===== src/rtl/scl_timing_pkg.sv =====
package scl_timing_pkg;

    typedef enum logic [1:0] {
        PH_IDLE = 2'd0,
        PH_LOW  = 2'd1,
        PH_WAIT = 2'd2,
        PH_HIGH = 2'd3
    } phase_e;

    localparam int NUM_CFG      = 5;
    localparam int SEL_SS_HIGH  = 0;
    localparam int SEL_SS_LOW   = 1;
    localparam int SEL_FS_HIGH  = 2;
    localparam int SEL_FS_LOW   = 3;
    localparam int SEL_HOLD     = 4;

    localparam int MIN_HIGH_CNT = 6;
    localparam int MIN_LOW_CNT  = 8;

    // Released-phase cycles spent before the high counter begins, and the
    // total fixed overhead added on top of the programmed high count.
    localparam int HIGH_OVERHEAD = 8;
    localparam int DETECT_CYCLES = 5;

    typedef struct packed {
        logic s1;
        logic s2;
        logic prev;
        logic filt;
    } line_flt_t;

endpackage


===== src/rtl/scl_cfg_regs.sv =====
module scl_cfg_regs
    import scl_timing_pkg::*;
#(
    parameter int CNT_W = 16,
    parameter int RST_SS_HIGH = 40,
    parameter int RST_SS_LOW  = 47,
    parameter int RST_FS_HIGH = 6,
    parameter int RST_FS_LOW  = 13,
    parameter int RST_HOLD    = 1
) (
    input  logic             clk,
    input  logic             rst_n,
    input  logic             enable,
    input  logic             fast_mode,
    input  logic             cfg_we,
    input  logic [2:0]       cfg_sel,
    input  logic [CNT_W-1:0] cfg_wdata,
    output logic [CNT_W-1:0] high_cnt,
    output logic [CNT_W-1:0] low_cnt,
    output logic [CNT_W-1:0] hold_cnt
);

    localparam logic [CNT_W-1:0] MIN_H = CNT_W'(MIN_HIGH_CNT);
    localparam logic [CNT_W-1:0] MIN_L = CNT_W'(MIN_LOW_CNT);
    localparam logic [NUM_CFG-1:0][CNT_W-1:0] RST_VALS = {
        CNT_W'(RST_HOLD), CNT_W'(RST_FS_LOW), CNT_W'(RST_FS_HIGH),
        CNT_W'(RST_SS_LOW), CNT_W'(RST_SS_HIGH)
    };

    logic [NUM_CFG-1:0][CNT_W-1:0] regs_d, regs_q;
    logic [CNT_W-1:0] raw_high, raw_low;

    always_comb begin
        regs_d = regs_q;
        for (int i = 0; i < NUM_CFG; i++) begin
            if (cfg_we && !enable && (cfg_sel == 3'(i))) begin
                regs_d[i] = cfg_wdata;
            end
        end
    end

    always_ff @(posedge clk or negedge rst_n) begin
        if (!rst_n) begin
            regs_q <= RST_VALS;
        end else begin
            regs_q <= regs_d;
        end
    end

    always_comb begin
        raw_high = fast_mode ? regs_q[SEL_FS_HIGH] : regs_q[SEL_SS_HIGH];
        raw_low  = fast_mode ? regs_q[SEL_FS_LOW]  : regs_q[SEL_SS_LOW];
        high_cnt = (raw_high < MIN_H) ? MIN_H : raw_high;
        low_cnt  = (raw_low  < MIN_L) ? MIN_L : raw_low;
        hold_cnt = (regs_q[SEL_HOLD] > low_cnt) ? low_cnt : regs_q[SEL_HOLD];
    end

    // Configuration is frozen while the controller runs.
    assert_cfg_frozen_R9: assert property (@(posedge clk) disable iff (!rst_n)
        (enable && $past(enable)) |-> $stable(regs_q));

endmodule


===== src/rtl/scl_line_filter.sv =====
module scl_line_filter
    import scl_timing_pkg::*;
(
    input  logic clk,
    input  logic rst_n,
    input  logic scl_in,
    output logic scl_high
);

    line_flt_t flt_d, flt_q;

    always_comb begin
        flt_d      = flt_q;
        flt_d.s1   = scl_in;
        flt_d.s2   = flt_q.s1;
        flt_d.prev = flt_q.s2;
        if (flt_q.s2 == flt_q.prev) begin
            flt_d.filt = flt_q.s2;
        end
    end

    always_ff @(posedge clk or negedge rst_n) begin
        if (!rst_n) begin
            flt_q <= '{s1: 1'b1, s2: 1'b1, prev: 1'b1, filt: 1'b1};
        end else begin
            flt_q <= flt_d;
        end
    end

    assign scl_high = flt_q.filt;

    // The filtered level moves only after two agreeing synchronised samples.
    assert_filter_agree_R4: assert property (@(posedge clk) disable iff (!rst_n)
        (flt_q.filt != $past(flt_q.filt)) |-> $past(flt_q.s2 == flt_q.prev));

endmodule


===== src/rtl/scl_timing_gen.sv =====
module scl_timing_gen
    import scl_timing_pkg::*;
#(
    parameter int CNT_W = 16,
    parameter int RST_SS_HIGH = 40,
    parameter int RST_SS_LOW  = 47,
    parameter int RST_FS_HIGH = 6,
    parameter int RST_FS_LOW  = 13,
    parameter int RST_HOLD    = 1
) (
    input  logic             clk,
    input  logic             rst_n,
    input  logic             enable,
    input  logic             fast_mode,
    input  logic             cfg_we,
    input  logic [2:0]       cfg_sel,
    input  logic [CNT_W-1:0] cfg_wdata,
    input  logic             scl_in,
    output logic             scl_drive_low,
    output logic             chg_stb,
    output logic             smp_stb
);

    localparam int PH_CNT_W = CNT_W + 1;
    localparam logic [PH_CNT_W-1:0] HIGH_PAD = PH_CNT_W'(HIGH_OVERHEAD - DETECT_CYCLES - 1);

    typedef struct packed {
        phase_e              phase;
        logic [PH_CNT_W-1:0] cnt;
    } fsm_t;

    logic [CNT_W-1:0] high_cnt, low_cnt, hold_cnt;
    logic             scl_high;
    logic [PH_CNT_W-1:0] high_last, low_last;
    fsm_t fsm_d, fsm_q;

    scl_cfg_regs #(
        .CNT_W(CNT_W), .RST_SS_HIGH(RST_SS_HIGH), .RST_SS_LOW(RST_SS_LOW),
        .RST_FS_HIGH(RST_FS_HIGH), .RST_FS_LOW(RST_FS_LOW), .RST_HOLD(RST_HOLD)
    ) u_cfg (
        .clk(clk), .rst_n(rst_n), .enable(enable), .fast_mode(fast_mode),
        .cfg_we(cfg_we), .cfg_sel(cfg_sel), .cfg_wdata(cfg_wdata),
        .high_cnt(high_cnt), .low_cnt(low_cnt), .hold_cnt(hold_cnt)
    );

    scl_line_filter u_flt (
        .clk(clk), .rst_n(rst_n), .scl_in(scl_in), .scl_high(scl_high)
    );

    assign high_last = {1'b0, high_cnt} + HIGH_PAD;
    assign low_last  = {1'b0, low_cnt};

    always_comb begin
        fsm_d = fsm_q;
        unique case (fsm_q.phase)
            PH_IDLE: begin
                fsm_d.phase = PH_LOW;
                fsm_d.cnt   = '0;
            end
            PH_LOW: begin
                if (fsm_q.cnt == low_last) begin
                    fsm_d.phase = PH_WAIT;
                    fsm_d.cnt   = '0;
                end else begin
                    fsm_d.cnt = fsm_q.cnt + 1'b1;
                end
            end
            PH_WAIT: begin
                if (scl_high) begin
                    fsm_d.phase = PH_HIGH;
                    fsm_d.cnt   = '0;
                end
            end
            PH_HIGH: begin
                if (fsm_q.cnt == high_last) begin
                    fsm_d.phase = PH_LOW;
                    fsm_d.cnt   = '0;
                end else begin
                    fsm_d.cnt = fsm_q.cnt + 1'b1;
                end
            end
            default: fsm_d = '{phase: PH_IDLE, cnt: '0};
        endcase
        if (!enable) begin
            fsm_d = '{phase: PH_IDLE, cnt: '0};
        end
    end

    always_ff @(posedge clk or negedge rst_n) begin
        if (!rst_n) begin
            fsm_q <= '{phase: PH_IDLE, cnt: '0};
        end else begin
            fsm_q <= fsm_d;
        end
    end

    assign scl_drive_low = (fsm_q.phase == PH_LOW);
    assign chg_stb       = (fsm_q.phase == PH_LOW)  && (fsm_q.cnt == {1'b0, hold_cnt});
    assign smp_stb       = (fsm_q.phase == PH_HIGH) && (fsm_q.cnt == '0);

    assert_release_when_off_R1: assert property (@(posedge clk) disable iff (!rst_n)
        !enable |=> !scl_drive_low);

    assert_low_bound_R2: assert property (@(posedge clk) disable iff (!rst_n)
        (fsm_q.phase == PH_LOW) |-> (fsm_q.cnt <= low_last));

    assert_wait_for_line_R4: assert property (@(posedge clk) disable iff (!rst_n)
        (fsm_q.phase == PH_WAIT && enable && !scl_high) |=> (fsm_q.phase != PH_HIGH));

    assert_strobes_apart_R8: assert property (@(posedge clk) disable iff (!rst_n)
        !(chg_stb && smp_stb));

endmodule


===== config.mk =====
export PLATFORM = sky130hd
export DESIGN_NAME = scl_timing_gen
export DESIGN_NICKNAME = d
export VERILOG_FILES = /design/src/rtl/scl_timing_pkg.sv /design/src/rtl/scl_cfg_regs.sv /design/src/rtl/scl_line_filter.sv /design/src/rtl/scl_timing_gen.sv
export SDC_FILE = /design/constraint.sdc
export NUM_CORES = 1
export LEC_CHECK = 0
export BUFFER_PORTS_ARGS = -buffer_cell sky130_fd_sc_hd__buf_2
export CAP_MARGIN = 0
export CORE_AREA = 4 4 124 126
export CTS_CLUSTER_DIAMETER = 120
export DETAILED_ROUTE_END_ITERATION = 7
export DIE_AREA = 0 0 128 130
export GPL_ROUTABILITY_DRIVEN = 1
export PLACE_DENSITY = 0.58
export SKIP_LAST_GASP = 1
export SLEW_MARGIN = 25
export SYNTH_ARGS = -nofsm -noshare
export SYNTH_HDL_FRONTEND = slang
export SYNTH_HIERARCHICAL = 1
export SYNTH_SLANG_ARGS = --single-unit

===== constraint.sdc =====
create_clock -name clk -period 5 [get_ports clk]
set_input_delay 0.5 -clock clk [delete_from_list [all_inputs] [get_ports clk]]
set_output_delay 0.5 -clock clk [all_outputs]
set_load 0.05 [all_outputs]

==> metrics.txt <==
Nets=656; R2R Setup Slk=0.97 ns; full die area=0.0166 sq mm; commonest non-fill, non-tap cell in the layout=mux2_2; setup TNS=0 ns; antenna violations before repair=0; synth unique cells=62; fin worst setup slack=0.187 ns; Post-Route Skew=0.00996 ns; vias=4476; Slowest cell on crit path=or4_4; Post-Synth Simple-Gate Area=12.3%; core region area=0.0143 sq mm; outcome=complete, no violations; Die H=130 um; synth top area cells=dfrtp_1, mux2_2, dfstp_2, ha_1, xnor2_1; RR Startpoint=u_cfg/regs_q[13]; residual overflow from global routing=0; CTS tree=yes; Final Setup Violations=0; DR vias/cell=5.62; Longest Clk Path Bufs=2; CP Class=input pin to primary output; crit path cell chain=buf_6, buf_12, buf_4, mux2_2, a211oi_1, nand4_1, and2_4, inv_1, ha_1, nor2b_1, o211ai_1, a21o_1, a31oi_4, buf_4, mux2_4, xnor2_2, nand4_1, or4_4, nor4_4, buf_6; Num CTS Buffers=9; Synth async-reset ratio=100%; Worst-Margin Slew=1.07 ns; Slew HR=28.3%; post-synthesis mux area share=23.0%; fmax=208 MHz; Compound-Gate Fraction of Synth Area=7.90%; static leakage power=3.28 nW; DP HPWL=11.4 mm; delay-heaviest family, CP=simple AND/OR/NAND/NOR gates; Clk Latency, worst-skew pair=0.35 ns; worst setup path end=chg_stb; Max-Cap Viols=0; Starting DRT DRC Count=183; largest net degree at the start of global routing=58; drt pass-1 iters=4; I/O pin total=28; clock slew at reported path FFs=0.07 ns; EDFF count, synth=0; Synth Register Bits=103; Synth Area in XOR/XNOR=7.05%; clk sinks=103; Min-Delay Path Class=input pin to async pin; synthesized area per cell=11.3 sq um; Worst EP arrival=4.31 ns; biggest area consumer among synthesized cells=dfrtp_1; final hold slack=0.165 ns; vias in the first global route=4682; cell count after synthesis=562; DRT antenna net count=0; htree depth=3; DRC=0; RSZ-0062 raised after global routing=yes; ratio of cells with drive above 1 in the final layout=39.3%; Yosys top cell area share=34.0%; largest family of logic cells by synthesized area=multiplexers; Synth-to-Final Area Change=14.3%; Post-Synth Adder-Cell Area=4.72%; # fillers=1306; WL/cell=18.8 um; Crit Path Max Fanout=7; Post-Syn Nets=610; Total GRT Usage=19.0%; RR Endpoint=fsm_q[5]; crit-path max cell delay=0.50 ns; first-pass GRT wire length=24.6 mm; Port-buffer cells=27; Post-Route WL=15.0 mm; max-slew violation count=0; Hold Vio Cnt, Final=0; Critical Path Start Type=input pin; power per cell area=426 mW/mm^2; mapped cell area=0.00633 sq mm; CP required=4.50 ns; global placer's final weighted congestion=0.818; crit share post-route=96.3%; CP Capture Type=primary output; Row Count=44; Setup WS pre-CTS=-0.145 ns; R2R depth=14; sequential fraction of the synthesis area=41.0%; CTS root buf=clkbuf_16; CP Depth=20; Die Width=128 um; Buf/Inv on CP=6; Initial Util=44.2%; Main synth FF type=dfrtp_1; crit path launch=fast_mode; YS warnings=6; Final Critical Period=4.81 ns; commonest non-fill, non-tap cells in the layout=mux2_2, dfrtp_1, buf_4, xnor2_1, nand2_1; ANT cells=0; Final Util=50.6%; VDD IR-drop max=225 uV
## worst min path at each step
| stage | startpoint | to | slack (ns) |
|---|---|---|---|
| final | rst_n | u_cfg/regs_q[32] | 0.17 |
| after global routing | rst_n | u_cfg/regs_q[66] | 0.21 |
| after CTS | rst_n | u_cfg/regs_q[66] | 0.19 |
| after detailed placement | u_flt/flt_d[2] | u_flt/flt_d[1] | 0.36 |
| after global placement | u_flt/flt_d[2] | u_flt/flt_d[1] | 0.35 |
| after floorplan | rst_n | fsm_q[0] | 0.20 |
## timing repair
action / in CTS / in global routing
pin swaps: 2 / 6
resized for setup: 4 / 11
setup endpoints to repair: 1 / 1
endpoints found under the hold margin: 0 / 0
setup buffers: 2 / 3
hold buffers: 0 / 0
## synth_stat cells (all sizes together), types with 6 or more instances
| cell | n |
|---|---|
| ha | 23 |
| xor2 | 22 |
| inv | 22 |
| nor2b | 6 |
| o21ai | 18 |
| dfstp | 17 |
| mux2 | 124 |
| clkbuf | 13 |
| nor3b | 12 |
| nand3 | 13 |
| nor3 | 9 |
| nor2 | 7 |
| and3 | 13 |
| dfrtp | 86 |
| nand2 | 26 |
| xnor2 | 29 |
| a21oi | 14 |
| nor4 | 14 |
| buf | 18 |
| a21o | 12 |
| nand4 | 13 |
## power breakdown
part	leakage, nW	internal, W	total, W	switching, W
combinational	1.87	0.000651	0.00124	0.000585
sequential	1.26	0.00101	0.00113	0.000112
clock	0.147	0.000397	0.000723	0.000325
## cells by family after synthesis
logic type	count (synthesis)
compound gates	71
fa+ha+maj	24
mux	126
flops	103
simple gates	134
buf+inv	53
xor+xnor	51
## flip-flops by register name, indices dropped and copies added, names as in the netlist
signal	cells
fsm_q	19
u_cfg/regs_q	80
u_flt/flt_d	2
u_flt/flt_q	1
u_flt/scl_high	1
## final cells by class
cell class	count	area [sq um]	share of cell area [%]
multi-input combinational	406	3550	49.1
clock inverter	6	77.6	1.07
inverter	22	82.6	1.14
tap	184	230	3.18
timing repair buffer	66	468	6.47
sequential	103	2600	35.9
clock buffer	10	229	3.16
## layer usage
layer  track usage [%]  wire length (um)  vias to the layer above
li1                  -                 -                     2125
met1              24.6              6800                     2274
met2              32.8              7590                       57
met3              3.44               385                       20
met4              5.68               246                        0
met5                 0                 0                        -
## through the flow
stage          total power (W)  cells  cell area [sq um]
2_1_floorplan          0.00198    562               6350
3_3_place_gp           0.00227    776               6820
3_5_place_dp           0.00232    776               6820
4_1_cts                0.00307    794               7160
5_1_grt                0.00328    797               7240
6_report               0.00309    797               7240
(Power assumes the default switching activity.)
